## config.mk

```make
export PLATFORM = sky130hd
export DESIGN_NAME = smic_seq
export DESIGN_NICKNAME = d
export VERILOG_FILES = /design/src/rtl/smic_seq.sv
export SDC_FILE = /design/constraint.sdc
export NUM_CORES = 1
export LEC_CHECK = 0
export BUFFER_PORTS_ARGS = -buffer_cell sky130_fd_sc_hd__buf_2
export CAP_MARGIN = 20
export CORE_MARGIN = 5
export CORE_UTILIZATION = 58
export DETAILED_ROUTE_END_ITERATION = 10
export GPL_ROUTABILITY_DRIVEN = 0
export PLACE_DENSITY = 0.74
export SLEW_MARGIN = 10
export SYNTH_ARGS = -nofsm -noshare
export SYNTH_HDL_FRONTEND = slang
export SYNTH_SLANG_ARGS = --single-unit
```

## constraint.sdc

```tcl
create_clock -name clk -period 3.7 [get_ports clk]
set_clock_uncertainty 0.15 [all_clocks]
set_input_delay 0.555 -clock clk [delete_from_list [all_inputs] [get_ports clk]]
set_output_delay 0.555 -clock clk [all_outputs]
set_load 0.02 [all_outputs]
```

## src/rtl/smic_seq.sv

```systemverilog
module smic_seq #(
  parameter int DEPTH     = 80,
  parameter int MAX_RETRY = 3,
  parameter int TO_CYCLES = 100_000_000
) (
  input  logic                         clk,
  input  logic                         rst_n,
  input  logic                         req_we,
  input  logic [$clog2(DEPTH)-1:0]     req_addr,
  input  logic [7:0]                   req_data,
  input  logic                         start,
  input  logic [$clog2(DEPTH+1)-1:0]   req_len,
  output logic                         start_rej,
  output logic                         reg_rd,
  output logic                         reg_wr,
  output logic [1:0]                   reg_addr,
  output logic [7:0]                   reg_wdata,
  input  logic [7:0]                   reg_rdata,
  output logic                         busy,
  output logic                         done,
  output logic                         failed,
  output logic                         attn,
  output logic                         no_dev,
  input  logic [$clog2(DEPTH)-1:0]     rsp_addr,
  output logic [7:0]                   rsp_data,
  output logic [$clog2(DEPTH+1)-1:0]   rsp_len
);
  localparam int AW = $clog2(DEPTH);
  localparam int LW = $clog2(DEPTH+1);
  localparam int TW = $clog2(TO_CYCLES+1);
  localparam int RW = $clog2(MAX_RETRY+2);

  typedef enum logic [3:0] {P_IDLE, P_OPEN, P_CHK, P_WS, P_WN, P_WE, P_W2R,
                            P_RS, P_RN, P_RE, P_FAIL} phase_t;
  typedef enum logic [2:0] {S_FLG, S_STS, S_DAT, S_CTL, S_FWR} step_t;
  typedef enum logic [1:0] {D_NONE, D_WR, D_TAKE, D_CHK} dact_t;

  phase_t phase, nxt, nx;
  step_t  step;
  dact_t  dact, dd;
  logic [7:0]    ctl_q, flg_q, cc;
  logic [7:0]    wbuf [DEPTH];
  logic [7:0]    rbuf [DEPTH];
  logic [LW-1:0] len_q, wpos, rpos;
  logic [RW-1:0] retry;
  logic [TW-1:0] to_cnt;
  logic          trunc, go, err, acc, rec, take_en, last;
  logic [RW-1:0] rnext;

  assign busy  = (phase != P_IDLE) && (phase != P_FAIL);
  assign acc   = start && !busy && req_len >= LW'(2) && req_len <= LW'(DEPTH);
  assign last  = (len_q - wpos) == LW'(1);
  assign rnext = retry + RW'(1);

  always_comb begin
    go = 1'b0; err = 1'b0; dd = D_NONE; cc = 8'h40; nx = phase;
    case (phase)
      P_OPEN: begin go = 1'b1; nx = P_CHK; end
      P_CHK:
        if (reg_rdata != 8'hC0) err = 1'b1;
        else begin go = 1'b1; dd = D_WR; cc = 8'h41; nx = P_WS; end
      P_WS, P_WN:
        if (reg_rdata != ((phase == P_WS) ? 8'hC1 : 8'hC2)) err = 1'b1;
        else if (flg_q[6]) begin
          go = 1'b1; dd = D_WR;
          cc = last ? 8'h43 : 8'h42;
          nx = last ? P_WE : P_WN;
        end
      P_WE:
        if (reg_rdata != 8'hC3) err = 1'b1;
        else begin go = 1'b1; dd = D_CHK; nx = P_W2R; end
      P_W2R:
        if (flg_q[7]) begin go = 1'b1; cc = 8'h44; nx = P_RS; end
      P_RS:
        if (reg_rdata != 8'hC4) err = 1'b1;
        else if (flg_q[7]) begin go = 1'b1; dd = D_TAKE; cc = 8'h45; nx = P_RN; end
      P_RN:
        if (reg_rdata == 8'hC6) begin go = 1'b1; dd = D_TAKE; cc = 8'h46; nx = P_RE; end
        else if (reg_rdata == 8'hC5) begin
          if (flg_q[7]) begin go = 1'b1; dd = D_TAKE; cc = 8'h45; nx = P_RN; end
        end else err = 1'b1;
      P_RE:
        if (reg_rdata != 8'hC0) err = 1'b1;
        else begin go = 1'b1; dd = D_CHK; nx = P_IDLE; end
      default: ;
    endcase
  end

  assign rec = busy && ((to_cnt == '0) || (step == S_STS && err) ||
                        (step == S_DAT && dact == D_CHK && reg_rdata != 8'h00));
  assign take_en = !rec && step == S_DAT && dact == D_TAKE && rpos < LW'(DEPTH);

  always_ff @(posedge clk) begin
    if (req_we) wbuf[req_addr] <= req_data;
    if (take_en) rbuf[rpos[AW-1:0]] <= reg_rdata;
  end

  always_ff @(posedge clk or negedge rst_n) begin
    if (!rst_n) to_cnt <= TW'(TO_CYCLES);
    else if (acc || rec || step == S_FWR || (step == S_DAT && dact == D_CHK))
      to_cnt <= TW'(TO_CYCLES);
    else if (busy && to_cnt != '0) to_cnt <= to_cnt - TW'(1);
  end

  always_ff @(posedge clk or negedge rst_n) begin
    if (!rst_n) begin
      phase <= P_IDLE; nxt <= P_IDLE; step <= S_FLG; dact <= D_NONE;
      ctl_q <= '0; flg_q <= '0; len_q <= '0; wpos <= '0; rpos <= '0;
      retry <= '0; trunc <= 1'b0; start_rej <= 1'b0; done <= 1'b0;
      failed <= 1'b0; attn <= 1'b0; no_dev <= 1'b0;
    end else begin
      start_rej <= start && !acc;
      done      <= 1'b0;
      failed    <= 1'b0;
      if (acc) begin
        len_q <= req_len; wpos <= '0; rpos <= '0; trunc <= 1'b0;
        retry <= '0; phase <= P_OPEN; step <= S_FLG; attn <= 1'b0;
      end else if (rec) begin
        retry <= rnext; step <= S_FLG;
        wpos <= '0; rpos <= '0; trunc <= 1'b0;
        phase <= (rnext > RW'(MAX_RETRY)) ? P_FAIL : P_OPEN;
      end else begin
        case (step)
          S_FLG:
            if (phase == P_FAIL) begin
              phase <= P_IDLE; failed <= 1'b1;
            end else begin
              flg_q <= reg_rdata;
              if (phase == P_IDLE) begin
                attn   <= !reg_rdata[0] && reg_rdata[2];
                no_dev <= reg_rdata == 8'hFF;
              end else if (!reg_rdata[0]) step <= S_STS;
            end
          S_STS:
            if (go) begin
              ctl_q <= cc; dact <= dd; nxt <= nx;
              step  <= (dd != D_NONE) ? S_DAT : S_CTL;
            end else step <= S_FLG;
          S_DAT:
            case (dact)
              D_WR:   begin wpos <= wpos + LW'(1); step <= S_CTL; end
              D_TAKE: begin
                if (rpos < LW'(DEPTH)) rpos <= rpos + LW'(1);
                else trunc <= 1'b1;
                step <= S_CTL;
              end
              default: begin
                phase <= nxt; step <= S_FLG;
                done  <= nxt == P_IDLE;
              end
            endcase
          S_CTL: step <= S_FWR;
          default: begin phase <= nxt; step <= S_FLG; end
        endcase
      end
    end
  end

  assign reg_rd = (step == S_FLG && phase != P_FAIL) || step == S_STS ||
                  (step == S_DAT && dact != D_WR);
  assign reg_wr = (step == S_DAT && dact == D_WR) || step == S_CTL || step == S_FWR;
  assign reg_addr = (step == S_DAT) ? 2'd0 :
                    (step == S_STS || step == S_CTL) ? 2'd1 : 2'd2;
  assign reg_wdata = (step == S_DAT) ? wbuf[wpos[AW-1:0]] :
                     (step == S_CTL) ? ctl_q : (flg_q | 8'h01);

  assign rsp_len  = trunc ? LW'(DEPTH) : (rpos < LW'(3)) ? LW'(3) : rpos;
  assign rsp_data = (rsp_addr == AW'(2) && trunc) ? 8'hC6 :
                    (rsp_addr == AW'(2) && rpos < LW'(3)) ? 8'hFF : rbuf[rsp_addr];


  ctl_then_busy_chk: assert property (@(posedge clk) disable iff (!rst_n)
    (reg_wr && reg_addr == 2'd1) |=> (reg_wr && reg_addr == 2'd2 && reg_wdata[0]));

  busy_hold_chk: assert property (@(posedge clk) disable iff (!rst_n)
    (busy && reg_rd && reg_addr == 2'd2 && reg_rdata[0]) |=> !reg_wr);

  tx_gate_chk: assert property (@(posedge clk) disable iff (!rst_n)
    (reg_wr && reg_addr == 2'd0 && wpos != '0) |-> flg_q[6]);

  fail_limit_chk: assert property (@(posedge clk) disable iff (!rst_n)
    failed |-> retry == RW'(MAX_RETRY + 1));

  attn_idle_chk: assert property (@(posedge clk) disable iff (!rst_n)
    attn |-> phase == P_IDLE);
endmodule

```

* Yosys cells after proc, flatten, opt, wreduce, memory -nomap -nowiden
Memories as Yosys holds them, arrays and structs flattened.
Index checks and enable logic that the tools add are counted.
** Word-level totals
- Register bits :: 86
- Memory bits (writable) :: 1280
- Output and inout bits :: 33
- Logic and storage cells :: 238
- Memories kept :: 2
** Memories
- rbuf :: words 80, bits a word 8, read ports 1, clocked after Yosys merged registers in 0, wr ports 1, line 43 : logic [7:0] rbuf [DEPTH];
- wbuf :: words 80, bits a word 8, read ports 1, clocked after Yosys merged registers in 0, wr ports 1, line 42 : logic [7:0] wbuf [DEPTH];
** Cells by class
- Add/sub/neg operators :: 5
- Magnitude comparators :: 5
- Equality and inequality tests :: 37
- Multiplexer cells :: 107
- Bitwise logic cells :: 3
- Reduce and logical (&&, ||, !) cells :: 62
** Operator list (number)
- 7-bit 2-to-1 mux :: 11
- 4-bit 2-to-1 mux :: 15
- 27-bit 2-to-1 mux :: 2
- 1-bit 2-to-1 mux :: 43
- 3-bit 2-to-1 mux :: 12
- 8-bit 2-to-1 mux :: 4
- 4-bit one-hot mux with 8 select lines :: 1
- 27-bit logical NOT :: 1
- 27-bit nonzero test :: 1
- 27-bit by 1-bit subtractor with 27-bit output, second input constant :: 1
- 2-bit 2-to-1 mux :: 13
- 8-bit == test, second input constant :: 3
- 4-bit inequality test, second input constant :: 6
- 8-bit inequality test, second input constant :: 3
- 1-bit logical AND :: 19
- 4-bit by 3-bit == test with 1-bit output, second input constant :: 4
- 3-bit one-hot mux with 5 select lines :: 1
- 7-bit by 1-bit adder with 7-bit output, second input constant :: 2
- 4-bit == test, second input constant :: 3
- 2-bit one-hot mux with 6 select lines :: 1
- 3-bit one-hot mux with 4 select lines :: 1
- 4-bit one-hot mux with 3 select lines :: 1
- 3-bit AND reduction :: 4
- 4-bit AND reduction :: 3
- other kinds (35) :: 64

* Longest topological paths before layout
Gate-level depths: netlist (run 1).
- Word-level depth :: 15
- Gate-level depth with buffers :: 11
- Mapped depth without buffers :: 10

* Least setup slack after synthesis (run 1)
OpenSTA, ideal clock, no wires.
- Path type :: input to register
- Start :: input port reg_rdata[3]
- End :: memory rbuf[77][0] (enable)
- Library setup time :: 395 ps
- Arrival time :: 3431 ps
- Slack :: -276 ps
- Stages :: 9
- Cell sequence :: or4_1 -> buf_2 -> or3_4 -> o2bb2ai_1 -> a211oi_4 -> o22ai_1 -> buf_4 -> buf_2 -> nor4_1
** On the way
- Word-level cells in the longest chain between the ends :: 14
** Ends and longest elaborated chain
- start, declared :: line 18 : input logic [7:0] reg_rdata,
- 8-bit == test :: line 79 : else if (reg_rdata == 8'hC5) begin
- 1-bit 2-to-1 mux :: line 79
- 1-bit 2-to-1 mux :: line 78 : if (reg_rdata == 8'hC6) begin go = 1'b1; dd = D_TAKE; cc = 8'h46; nx = P_RE; end
- 1-bit one-hot mux with 5 select lines :: line 57 : case (phase)
- 1-bit logical AND :: line 89 : assign rec = busy && ((to_cnt == '0) || (step == S_STS && err) ||
- 1-bit logical OR :: line 89
- 1-bit logical OR (*) :: line 89
- 1-bit logical AND (*) :: line 89
- 1-bit logical NOT (*) :: line 91 : assign take_en = !rec && step == S_DAT && dact == D_TAKE && rpos < LW'(DEPTH);
- 1-bit logical AND (*) (3 in a row) :: line 91
- 1-bit 2-to-1 mux (*) :: line 95 : if (take_en) rbuf[rpos[AW-1:0]] <= reg_rdata;
- 1-bit 2-to-1 mux (not written as such) (*) :: line 95
- end, declared :: line 43
Mark *: on every way between the ends. The rest lies on a longest branch, timed or not.

* Worst setup path in the final report (run 1)
- Start :: register wpos[0]
- End :: output port reg_wdata[6]
** On the way
- Word-level cells in the longest chain between the ends :: 2
** Ends and longest elaborated chain
- start, declared :: line 44 : logic [LW-1:0] len_q, wpos, rpos;
- start signal, assigned :: line 108 : ctl_q <= '0; flg_q <= '0; len_q <= '0; wpos <= '0; rpos <= '0;
- start signal, assigned :: line 116 : len_q <= req_len; wpos <= '0; rpos <= '0; trunc <= 1'b0;
- start signal, assigned :: line 120 : wpos <= '0; rpos <= '0; trunc <= 1'b0;
- memory read 80 x 8 bit
- 8-bit 2-to-1 mux :: line 164 : assign reg_wdata = (step == S_DAT) ? wbuf[wpos[AW-1:0]] :
- end, declared :: line 17 : output logic [7:0] reg_wdata,
No other way between the ends.

==> results of run 1 <==
layout by cell type (no fill, tap or decap), drive strengths merged, types with 9 or more instances in the layout:
| master | instances |
|---|---|
| o221ai | 21 |
| dfstp | 12 |
| nor3 | 44 |
| clkbuf | 163 |
| a22oi | 68 |
| nand3 | 41 |
| inv | 37 |
| clkinv | 61 |
| nand2 | 128 |
| ha | 14 |
| a221oi | 18 |
| o21ai | 38 |
| nand2b | 19 |
| a32oi | 9 |
| mux2i | 93 |
| mux4 | 288 |
| mux2 | 30 |
| edfxtp | 1280 |
| buf | 390 |
| a211oi | 17 |
| a21oi | 71 |
| nor4 | 79 |
| bufinv | 12 |
| or3 | 18 |
| a22o | 9 |
| nor2b | 29 |
| xor2 | 17 |
| nand4 | 14 |
| dfrtp | 69 |
| or2 | 9 |
| dlygate4sd3 | 10 |
| a31oi | 15 |
| nor2 | 150 |
| xnor2 | 17 |
sequential cells by signal, summed over array words and instances, names as in the netlist:
signal,flops
wpos,7
flg_q,7
done,1
retry,3
rbuf,640
to_cnt,27
failed,1
step,3
attn,1
len_q,7
no_dev,1
rpos,7
trunc,1
dact,2
ctl_q,4
phase,4
nxt,4
start_rej,1
wbuf,640
final cells by class:
class,instances,area (um^2)
timing repair buffer,401,3510
fill,5694,28900
multi-input combinational,1376,14600
inverter,27,105
antenna,4,10.0
clock inverter,88,875
tap,1254,1570
sequential,1361,40500
clock buffer,162,3590
metrics by stage:
step / TNS [ns] / setup slack (ns) / std cells / cell area (um^2)
after global placement: -2.54 / -0.144 / 4370 / 58800
after floorplan: -81.39 / -0.276 / 2937 / 55100
final: -1.25 / -0.182 / 4673 / 64700
after CTS: -1.45 / -0.208 / 4658 / 64200
after global routing: -1.78 / -0.244 / 4672 / 64700
after detailed placement: -31.76 / -0.212 / 4370 / 58800
path summary, 6_finish.rpt:
check	end	depth (start not counted)	slack (ns)
max in group asynchronous	wpos[1]	3	2.68
worst max-delay path	reg_wdata[6]	8	-0.18
worst min-delay path	wbuf[0][1]	1	0.03
worst min register to register	ctl_q[6]	1	0.32
min in group asynchronous	rpos[2]	2	0.07
worst max register to register	wpos[3]	8	0.23
layer usage:
metal | wire length [um] | vias up
met2 | 71800 | 2187
met4 | 7230 | 0
li1 | - | 12824
met1 | 51100 | 16192
met5 | 0 | -
met3 | 13300 | 425
worst reg2reg max path, stage by stage (launching register included):
cell and delay, ns:
dfrtp_1 0.55, nor4bb_1 0.59, mux2_2 0.44, a21oi_1 0.28, a211oi_4 0.08, buf_4 0.18, o21ai_2 0.70, buf_4 0.31
nor2_1 0.08
power by group through the flow:
| stage | clock (mW) | combinational [mW] | sequential, mW |
|---|---|---|---|
| 2_1_floorplan | 0 | 3.34 | 17.5 |
| 3_3_place_gp | 0 | 5.00 | 17.6 |
| 3_5_place_dp | 0 | 5.13 | 17.6 |
| 4_1_cts | 13.9 | 5.97 | 17.3 |
| 5_1_grt | 14.6 | 6.63 | 17.3 |
| 6_report | 13.8 | 6.33 | 17.3 |
timing repair:
action                                  CTS  global route
endpoints found under the setup margin   16            14
setup buffers                            25             7
hold endpoints to repair                 77             0
cloned                                    5             1
gates resized for setup                 132            65
hold buffers                             10             0
pin swaps                                24            30
kinds of logic after synthesis:
kind of cell,count (synthesis),share of synthesized area [%]
buffers and inverters,200,1.53
AO/OA/AOI/OAI,334,4.33
multiplexers,411,14.1
AND/OR/NAND/NOR,582,5.36
XOR/XNOR,34,0.543
adder cells (fa/ha/maj),15,0.356
flip-flops,1361,73.8
==> results.cfg, run 1 <==
[die]
initial_core_util_pct = 58.6
rows = 112
ioPinCount = 74
die_y_um = 318
coreArea_um2 = 93600
dieArea_um2 = 101000
fp.dieW_um = 318

[yosys]
syn_inst = 2937
yosysTopAreaCellShare_pct = 70.0
async_flop_share_pct = 5.95
syn-cell-area_um2 = 54900
avgSynthCellArea_um2 = 18.7
ys_types = 86
yosysTopAreaCell = edfxtp_1
synth-seq-cells = 1361
yosys-top-cells-count = edfxtp_1, mux4_2, nor2_1
synth_flop_cell = edfxtp_1
synth_most_common_cell = edfxtp_1
synth_area_leaders = edfxtp_1, mux4_2, dfrtp_1
synth_edf_count = 1280
yosysWarnings = 0
yosysSeqAreaShare_pct = 73.8
syn_nets = 2993

[critical_path]
crit_start = wpos[0]
cp_num_buf_inv = 3
worstPathCellList = buf_12 -> mux4_2 -> mux2i_1 -> o21ai_2 -> nor4_2 -> buf_4 -> a21oi_2 -> buf_6
slowest_delay_ns = 0.57
path_delay_family = multiplexers
required_ns = 2.99
critical_path_class = reg -> out
r2r_start = phase[3]
cp_slowest_cell = mux4_2
critical_path_arrival_ns = 3.18
critPathMaxFanout = 8
crit_path_start_kind = register
setup.worst_path.end_class = output port

[pwr]
power_frac_clock_pct = 36.8
power.density_nw_per_um2 = 578
pwr-share-comb_pct = 16.9
leakage_nw = 21.0
ir_drop_uv = 451
swShare_pct = 25.4
finalPower_mw = 37.4
p_int_mw = 27.9
seqPwrFrac_pct = 46.3
p_sw_mw = 9.51

[finish]
final_nets = 3360
post-route-util_pct = 69.1
syn2layout_area_growth_pct = 17.9
drive_above_1_share_pct = 32.6

[drt]
wl_per_cell_um = 30.7
wirelength_um = 143000
drt_iter0_markers = 4153
drc = 0
routed_via_density = 6.77
final_antenna_net_count = 0
drt_first_pass_iters = 9
vias = 31628

[timing]
finalCritPeriodShare_pct = 105
maxSlewViolCount = 0
worst_pin_slew_ns = 1.14
rsz0062_at_grt = true
final-setup-viol-count = 8
hold_viol_final = 0
fmax_mhz = 258
layout_setup_ws_ns = -0.182
max_slew_margin_pct = 23.7
layout_min_cycle_time_ns = 3.88
hold_slack_ns = 0.0343

[global_routing]
antenna_found_initial = 4
busiest_layer = met2
grt_use_total_pct = 27.9
grtUsageMet2_pct = 46.0
grt_pass1_wl_um = 210000
grt_max_degree = 82
grtUsageMet1_pct = 36.7
grt_use_met3_pct = 5.41
overflow = 0
grt_pass1_vias = 31519

[min_path]
hp-start = req_data[1]
hp-class = in -> reg

[cts]
cts_made_buffers = 137
clkSlewWorstSetupHoldPaths_ns = 0.06
cts.path.max_buffers = 3
cts_tree = built
clock_sinks = 1361
h-tree-depth = 4
clockRootBuffer = clkbuf_16
clk_latency_ns = 0.75

[run_status]
status = finished, violations left
violations = negative setup slack

[place]
io_buffers = 73
post-dp-hpwl_um = 87400

[job]
drv_cap = 0
Power figures use the tool's default switching activity.
==> run 2, diff against run 1 <==
--- a/config.mk
+++ b/config.mk
@@ -12,6 +12,7 @@
 export DETAILED_ROUTE_END_ITERATION = 10
 export GPL_ROUTABILITY_DRIVEN = 0
 export PLACE_DENSITY = 0.74
+export SKIP_CTS_REPAIR_TIMING = 1
 export SLEW_MARGIN = 10
 export SYNTH_ARGS = -nofsm -noshare
 export SYNTH_HDL_FRONTEND = slang
==> run 2 against run 1 <==
Net effect:
- the run still ends with negative setup slack left
- count of clock-buffer cells in the layout is the same
- sequential share of layout area grew 0.54 points
- first-iteration DRC count grew 2.2%
- via count shrank 0.43%
- routed wire length shrank 1.2%
- non-clock buffer count shrank 5
- critical path type unchanged
- highest routed layer unchanged
==> results.cfg, run 2 (synthesis results as in run 1) <==
[finish]
final_cell_mix = edfxtp_1, mux4_2, buf_4
layout_commonest_cell = edfxtp_1
drive_above_1_share_pct = 30.9
syn2layout_area_growth_pct = 16.9
fillers = 5763
post-route-util_pct = 68.5
final_nets = 3355

[timing]
fmax_mhz = 247
rsz0062_at_grt = true
hold_viol_final = 0
hold_slack_ns = 0.0570
max_slew_margin_pct = 21.2
layout_setup_ws_ns = -0.356
finalCritPeriodShare_pct = 110
layout_min_cycle_time_ns = 4.06
final-setup-viol-count = 9
worst_pin_slew_ns = 1.18
final.setup.tns_ns = -2.30
maxSlewViolCount = 0

[die]
dieArea_um2 = 101000
coreArea_um2 = 93600
fp.dieW_um = 318
initial_core_util_pct = 58.6
die_y_um = 318
rows = 112
ioPinCount = 74

[min_path]
hp-class = in -> async

[critical_path]
critical_path_arrival_ns = 3.35
critical_path_class = reg -> out
crit_path_start_kind = register
required_ns = 2.99
setup.worst_path.end_class = output port
critPathMaxFanout = 9

[global_routing]
antenna_found_initial = 4
grt_pass1_wl_um = 205000
grt_pass1_vias = 31099
overflow = 0
grt_max_degree = 82
grt_use_total_pct = 27.1

[pwr]
power_frac_clock_pct = 37.3
p_int_mw = 27.6
pwr-share-comb_pct = 15.8
leakage_nw = 20.9
ir_drop_uv = 450
seqPwrFrac_pct = 46.9
swShare_pct = 25.2
power.density_nw_per_um2 = 575
p_sw_mw = 9.31

[cts]
clk_latency_ns = 0.76
clkSlewWorstSetupHoldPaths_ns = 0.06
clockRootBuffer = clkbuf_16
clock_sinks = 1361
cts_made_buffers = 137
cts.path.max_buffers = 3
cts_tree = built
h-tree-depth = 4

[drt]
final_antenna_net_count = 0
routed_via_density = 6.75
drc = 0
vias = 31493
wl_per_cell_um = 30.4
drt_first_pass_iters = 6
drt_iter0_markers = 4246
wirelength_um = 142000

[run_status]
violations = negative setup slack
status = finished, violations left

[job]
drv_cap = 0

[place]
io_buffers = 73
place_worst_setup_slack_ns = -0.212
post-dp-hpwl_um = 87400
[run 2: power by group through the flow]
stage | logic (mW) | clock network (mW) | registers (mW)
finish | 5.84 | 13.8 | 17.3
global route | 6.14 | 14.6 | 17.3
CTS | 5.18 | 13.9 | 17.3
global placement | 5.00 | 0 | 17.6
floorplan | 3.34 | 0 | 17.5
detailed placement | 5.13 | 0 | 17.6
[run 2: final timing paths]
kind,from,to,slack (ns),cells after the start
min reg2reg,ctl_q[6],ctl_q[6],0.32,1
max in group asynchronous,rst_n,to_cnt[16],2.70,3
min in group clk,req_data[4],wbuf[74][4],0.06,1
max,wpos[0],reg_wdata[7],-0.36,10
max reg2reg,phase[3],wpos[3],0.26,8
min,rst_n,rpos[2],0.06,2
[run 2: per-layer routing]
metal / part of all wire (%) / vias up / GRT usage, % / wire length [um]
met5: 0 / - / 0 / 0
met4: 4.9 / 0 / 12.0 / 6960
met3: 9.6 / 403 / 5.40 / 13600
met2: 50 / 2159 / 44.4 / 70700
met1: 36 / 16110 / 36.1 / 50500
li1: - / 12821 / - / -
[run 2: cell type report]
cell class	instances	area [um^2]	share of cell area (%)
Sequential cell	1361	40500	63.1
Multi-Input combinational cell	1376	14200	22.2
Clock buffer	162	3590	5.60
Timing Repair Buffer	396	3290	5.13
Tap cell	1254	1570	2.45
Clock inverter	88	875	1.36
Inverter	27	101	0.158
Antenna cell	4	10.0	0.0156
[run 2: worst max-delay path, cell delays in order (launching register included)]
cell     delay [ns]
dfrtp_4        0.51
buf_8          0.16
buf_16         0.16
buf_16         0.14
buf_12         0.14
mux4_2         0.51
a22oi_1        0.19
nand2_1        0.11
a21oi_2        0.25
a21oi_1        0.20
buf_2          0.21
[run 2: metrics by stage]
step           total power [mW]  std cells  area (um^2)
5_1_grt                    38.1       4667        64100
3_5_place_dp               22.7       4370        58800
2_1_floorplan              20.8       2937        55100
6_report                   36.9       4668        64100
3_3_place_gp               22.6       4370        58800
4_1_cts                    36.3       4620        63200
